## src/rtl/pla_pkg.sv

```systemverilog
package pla_pkg;

   typedef enum logic [1:0] {
      COMB_AND  = 2'b00,
      COMB_OR   = 2'b01,
      COMB_NAND = 2'b10,
      COMB_NOR  = 2'b11
   } pla_comb_e;

   function automatic int unsigned addr_width(input int unsigned n);
      return (n > 1) ? $clog2(n) : 1;
   endfunction

endpackage

```

## src/rtl/pla_pattern_store.sv

```systemverilog
module pla_pattern_store #(
   parameter int unsigned WIDTH   = 8,
   parameter int unsigned NUM_PAT = 4,
   parameter int unsigned ADDR_W  = 2
) (
   input  logic                            clk,
   input  logic                            rst,
   input  logic                            wr_en,
   input  logic [ADDR_W-1:0]               wr_addr,
   input  logic [WIDTH-1:0]                wr_value,
   input  logic [WIDTH-1:0]                wr_mask,
   output logic [NUM_PAT-1:0][WIDTH-1:0]   pat_value,
   output logic [NUM_PAT-1:0][WIDTH-1:0]   pat_mask
);

   logic [NUM_PAT-1:0] row_sel;

   // one-hot row decode, out-of-range addresses select nothing
   always_comb begin
      row_sel = '0;
      for (int unsigned r = 0; r < NUM_PAT; r++) begin
         row_sel[r] = wr_en && (wr_addr == ADDR_W'(r));
      end
   end

   for (genvar g = 0; g < NUM_PAT; g++) begin : g_row
      always_ff @(posedge clk) begin
         if (rst) begin
            pat_value[g] <= '0;
            pat_mask[g]  <= '0;
         end else if (row_sel[g]) begin
            pat_value[g] <= wr_value;
            pat_mask[g]  <= wr_mask;
         end
      end


      row_write_lands_chk: assert property (@(posedge clk) disable iff (rst)
         (wr_en && wr_addr == ADDR_W'(g)) |=> (pat_value[g] == $past(wr_value)
                                             && pat_mask[g] == $past(wr_mask)));
   end

   // at most one row written per edge
   row_sel_unique_chk: assert property (@(posedge clk) disable iff (rst)
      $onehot0(row_sel));

endmodule

```

## src/rtl/pla_term_eval.sv

```systemverilog
module pla_term_eval #(
   parameter int unsigned WIDTH   = 8,
   parameter int unsigned NUM_PAT = 4
) (
   input  logic                            clk,
   input  logic                            rst,
   input  logic                            fmt_plane,
   input  logic [WIDTH-1:0]                data_in,
   input  logic [NUM_PAT-1:0][WIDTH-1:0]   pat_value,
   input  logic [NUM_PAT-1:0][WIDTH-1:0]   pat_mask,
   output logic [NUM_PAT-1:0]              and_vec,
   output logic [NUM_PAT-1:0]              or_vec
);

   for (genvar g = 0; g < NUM_PAT; g++) begin : g_term
      logic [WIDTH-1:0] signif;
      logic [WIDTH-1:0] bit_eq;

      // array format: stored 1s are the care set; plane: explicit mask
      assign signif = fmt_plane ? pat_mask[g] : pat_value[g];
      assign bit_eq = ~(pat_value[g] ^ data_in);

      assign and_vec[g] = &(bit_eq | ~signif);
      assign or_vec[g]  = |(bit_eq & signif);


      empty_term_chk: assert property (@(posedge clk) disable iff (rst)
         (signif == '0) |-> (and_vec[g] && !or_vec[g]));


      array_subset_chk: assert property (@(posedge clk) disable iff (rst)
         (!fmt_plane && ((pat_value[g] & ~data_in) == '0)) |-> and_vec[g]);


      plane_exact_chk: assert property (@(posedge clk) disable iff (rst)
         (fmt_plane && (&pat_mask[g]) && and_vec[g]) |-> (pat_value[g] == data_in));


      and_implies_or_chk: assert property (@(posedge clk) disable iff (rst)
         ((signif != '0) && and_vec[g]) |-> or_vec[g]);
   end

endmodule

```

## src/rtl/pla_out_stage.sv

```systemverilog
module pla_out_stage #(
   parameter int unsigned NUM_PAT    = 4,
   parameter bit          REGISTERED = 1'b0
) (
   input  logic               clk,
   input  logic               rst,
   input  logic [NUM_PAT-1:0] d,
   output logic [NUM_PAT-1:0] q
);

   if (REGISTERED) begin : g_sync
      logic [NUM_PAT-1:0] q_r;

      always_ff @(posedge clk) begin
         if (rst) q_r <= '0;
         else     q_r <= d;
      end
      assign q = q_r;


      reg_delay_chk: assert property (@(posedge clk) disable iff (rst)
         !rst |=> (q == $past(d)));
   end else begin : g_async
      assign q = d;
   end

endmodule

```

## src/rtl/pla_match_array.sv

```systemverilog
module pla_match_array
   import pla_pkg::*;
#(
   parameter int unsigned WIDTH      = 8,
   parameter int unsigned NUM_PAT    = 4,
   parameter bit          REGISTERED = 1'b0,
   localparam int unsigned ADDR_W    = addr_width(NUM_PAT)
) (
   input  logic               clk,
   input  logic               rst,
   input  logic               fmt_plane,
   input  logic [1:0]         comb_sel,
   input  logic               wr_en,
   input  logic [ADDR_W-1:0]  wr_addr,
   input  logic [WIDTH-1:0]   wr_value,
   input  logic [WIDTH-1:0]   wr_mask,
   input  logic [WIDTH-1:0]   data_in,
   output logic [NUM_PAT-1:0] match_out
);

   if (WIDTH < 1)   begin : g_bad_width $error("WIDTH must be at least 1");   end
   if (NUM_PAT < 1) begin : g_bad_npat  $error("NUM_PAT must be at least 1"); end

   logic [NUM_PAT-1:0][WIDTH-1:0] pat_value;
   logic [NUM_PAT-1:0][WIDTH-1:0] pat_mask;
   logic [NUM_PAT-1:0]            and_vec;
   logic [NUM_PAT-1:0]            or_vec;
   logic [NUM_PAT-1:0]            raw;
   pla_comb_e                     mode;

   assign mode = pla_comb_e'(comb_sel);

   pla_pattern_store #(.WIDTH(WIDTH), .NUM_PAT(NUM_PAT), .ADDR_W(ADDR_W)) u_store (
      .clk       (clk),
      .rst       (rst),
      .wr_en     (wr_en),
      .wr_addr   (wr_addr),
      .wr_value  (wr_value),
      .wr_mask   (wr_mask),
      .pat_value (pat_value),
      .pat_mask  (pat_mask)
   );

   pla_term_eval #(.WIDTH(WIDTH), .NUM_PAT(NUM_PAT)) u_eval (
      .clk       (clk),
      .rst       (rst),
      .fmt_plane (fmt_plane),
      .data_in   (data_in),
      .pat_value (pat_value),
      .pat_mask  (pat_mask),
      .and_vec   (and_vec),
      .or_vec    (or_vec)
   );

   always_comb begin
      unique case (mode)
         COMB_AND:  raw = and_vec;
         COMB_OR:   raw = or_vec;
         COMB_NAND: raw = ~and_vec;
         COMB_NOR:  raw = ~or_vec;
         default:   raw = and_vec;
      endcase
   end

   pla_out_stage #(.NUM_PAT(NUM_PAT), .REGISTERED(REGISTERED)) u_out (
      .clk (clk),
      .rst (rst),
      .d   (raw),
      .q   (match_out)
   );

endmodule

```

## config.mk

```make
export PLATFORM = sky130hd
export DESIGN_NAME = pla_match_array
export DESIGN_NICKNAME = d
export VERILOG_FILES = /design/src/rtl/pla_pkg.sv /design/src/rtl/pla_pattern_store.sv /design/src/rtl/pla_term_eval.sv /design/src/rtl/pla_out_stage.sv /design/src/rtl/pla_match_array.sv
export SDC_FILE = /design/constraint.sdc
export NUM_CORES = 1
export LEC_CHECK = 0
export BUFFER_PORTS_ARGS = -buffer_cell sky130_fd_sc_hd__buf_4
export CORE_MARGIN = 1.5
export CORE_UTILIZATION = 50
export DETAILED_ROUTE_END_ITERATION = 6
export PLACE_DENSITY = 0.71
export SYNTH_ARGS = -nofsm -noshare
export SYNTH_HDL_FRONTEND = slang
export SYNTH_SLANG_ARGS = --single-unit
```

## constraint.sdc

```tcl
create_clock -name clk -period 2.05 [get_ports clk]
set_input_delay 0.1025 -clock clk [delete_from_list [all_inputs] [get_ports clk]]
set_output_delay 0.1025 -clock clk [all_outputs]
set_load 0.05 [all_outputs]
```

==> impl_metrics.yaml <==
layout:
  diodes: 0
  nFillCells: 707
  nNetsFinal: 564
  design_area_um2: 4330
  regArea_um2: 1300
  syn_to_final_growth_pct: 15.9
  multiInputGateArea_um2: 2340
  drive_above_1_share_pct: 17.5
hold_path:
  min_to: "u_store.pat_value[22]"
  hold_path_class: "input port to register"
  hold_depth: 3
  hold_path.startpoint: "wr_value[6]"
logic_synthesis:
  synth.top_cells.by_area: "dfxtp_1, nand2_1, a21oi_1"
  synth_mux_area_share_pct: 0
  synth_xor_area_share_pct: 0.936
  synth_flop_cell: "dfxtp_1"
  ys_seq_area_share_pct: 34.2
  synth_fp_nets: 544
  yosys-top-cells-count: "nand2_1, a21oi_1, dfxtp_1"
  ys_warn_count: 0
  synth_simple_gate_area_share_pct: 38.9
  synth-edff-count: 0
  synth_compound_area_share_pct: 20.8
  synth_fa_ha_area_share_pct: 0
  synth.cell_area_um2: 3740
  ys_types: 46
  synth_seq_cells: 64
  synth_top_area_share_pct: 34.2
  synth.most_common_cell: "nand2_1"
  synth_cells: 512
  synth_top_family_by_area: "simple AND/OR/NAND/NOR gates"
  async_flop_share_pct: 0
  avgSynthCellArea_um2: 7.31
  synth_top_area_cell: "dfxtp_1"
grt:
  antenna_found_initial: 0
  grt_start_max_net_pins: 65
  grt_pass1_vias: 3375
  grt_usage_pct: 31.1
  overflow: 0
  grt_pass1_wl_um: 18100
critical_path:
  path_class: "register to primary output"
  cp.arrival_ps: 2160
  r2r_slack_ps: 1270
  end_kind: "primary output"
  crit-reg2reg-launch: "u_store.pat_value[25]"
  cp_max_fo: 4
  reg2regPathDepth: 3
  cp-start-kind: "register"
  rr_endpoint: "u_store.pat_value[25]"
  cp-startpoint: "u_store.pat_mask[4]"
  required_ps: 1950
placed_design:
  hpwl_um: 7950
  io_buffer_count: 35
  routabilityCongestion: 0.957
  placed_area_um2: 4030
power:
  p_sw_mw: 0.884
  vdd_ir_drop_max_v: 0.000335
  p_seq_share_pct: 45.0
  p_per_area_nw_per_um2: 681
  finalPower_mw: 2.95
  switching_share_pct: 30.0
  p_int_mw: 2.07
  pwr-share-comb_pct: 17.9
  clkPwrFrac_pct: 37.1
  leakage_nw: 1.50
sta:
  finalHoldViolCount: 0
  rsz0062_at_grt: "yes"
  setup_viol: 4
  period_share_pct: 111
  slew_violations: 0
  skew_ps: 0
  worst_pin_slew_ps: 668
  fin_crit_ps: 2270
  fmax_mhz: 441
  setup_ws_ps: -216
  max_slew_margin_pct: 55.4
  tns_ps: -709
floorplan:
  core_um2: 7250
  start_util_pct: 51.6
  dieArea_um2: 8010
  die_height_um: 89.5
  num_rows: 31
  die_w_um: 89.5
  pin_count: 36
outcome:
  violations: "negative setup slack"
  status: "complete, but fails checks"
detailed_routing:
  drt_iter0_drc: 360
  vias: 3928
  firstDrtPassIters: 5
  wl_um: 12100
  viasPerCell: 6.19
  drc: 0
  drtAntennaViolNets: 0
  wl_per_cell_um: 19.0
clock_network:
  clk_pin_slew_worst_paths_ps: 70
  numCtsBuffers: 9
  ctsHoldBuffers: 0
  clk_latency_ps: 350
  cts_tree: "yes"
  htreeDepth: 3
  root_buffer: "clkbuf_8"
  clock-sinks: 64
  clockBufferDepth: 2
run:
  maxCapViolCount: 0
sequential cells by signal, summed over array words and instances, names as in the netlist:
register and flops:
u_store.pat_mask 32, u_store.pat_value 32
cells in the final DEF, fill, tap and decap left out, types with 2 or more instances in the layout:
cell type	count
and4b_1	3
nor2b_1	4
and3b_1	5
a21oi_1	71
nand4_1	5
xnor2_1	3
nand2b_4	2
dfxtp_2	15
inv_1	6
and3_1	2
nor2_1	7
a311oi_1	3
dfxtp_1	48
a32oi_1	4
a311oi_2	2
o21ai_1	6
a31oi_1	2
clkbuf_1	2
nand2_1	137
clkbuf_8	10
nor4bb_1	2
nor4_1	5
a2111oi_2	2
o221a_2	2
nand3_1	20
o221ai_1	5
a22oi_2	3
nand3b_1	29
o21ai_0	12
nor3b_1	23
o2111ai_1	7
or3_1	3
nand2b_1	20
buf_4	42
stage by stage:
| step | cells | hold slack (ps) | worst slack [ps] | util, % |
|---|---|---|---|---|
| after floorplan | 512 | 238 | 0.918 | - |
| after global placement | 617 | 397 | 123 | 55.6 |
| after detailed placement | 617 | 400 | 81.4 | 55.6 |
| after CTS | 633 | 23.6 | -205 | 58.7 |
| after global routing | 635 | 27.9 | -289 | 59.8 |
| final | 635 | 34.5 | -216 | 59.8 |
worst max path at each step:
stage                        end  slack (ps)  depth (start not counted)
floorplan           match_out[2]         0.9                          6
global placement    match_out[3]         120                          8
detailed placement  match_out[2]          80                          8
CTS                 match_out[3]        -200                          7
global route        match_out[1]        -290                          7
finish              match_out[0]        -220                          7
power groups by stage:
stage	clock network (mW)	registers (mW)	logic, mW
2_1_floorplan	0	1.34	0.316
3_3_place_gp	0	1.35	0.487
3_5_place_dp	0	1.35	0.494
4_1_cts	1.10	1.33	0.506
5_1_grt	1.16	1.33	0.564
6_report	1.10	1.33	0.527
metal layers:
layer / vias to the layer above / GRT usage (%) / part of all wire [%]
met5: - / 0 / 0
li1: 1853 / - / -
met3: 42 / 5.36 / 8.6
met4: 0 / 16.4 / 3.8
met2: 196 / 48.2 / 45
met1: 1837 / 41.5 / 43
final cells by class:
| cell class | count | share of cell area (%) |
|---|---|---|
| Multi-Input combinational cell | 406 | 54.1 |
| Sequential cell | 64 | 30.1 |
| Timing Repair Buffer | 44 | 8.00 |
| Clock buffer | 12 | 3.35 |
| Tap cell | 99 | 2.86 |
| Clock inverter | 3 | 0.982 |
| Inverter | 7 | 0.664 |
cells by family after synthesis:
| group | Yosys count |
|---|---|
| DFF | 64 |
| xor gates and xnor gates | 4 |
| AOI/OAI and AO/OA | 126 |
| and+or+nand+nor | 276 |
| buffers and inverters | 42 |
critical path: stages (launching register included):
cell       delay (ps)
dfxtp_2           340
and3b_1           200
a311oi_2          260
o221ai_1          170
a2111oi_2         340
a22oi_2           180
xnor2_2           150
buf_6             170
timing repair:
| item | 4_1_cts | 5_1_grt |
|---|---|---|
| pin swaps | 11 | 10 |
| resized for setup | 15 | 15 |
| gates cloned | 0 | 0 |
| buffers inserted | 1 | 2 |
| endpoints found under the setup margin | 4 | 4 |
No activity file was read; power rests on OpenSTA's default activity.
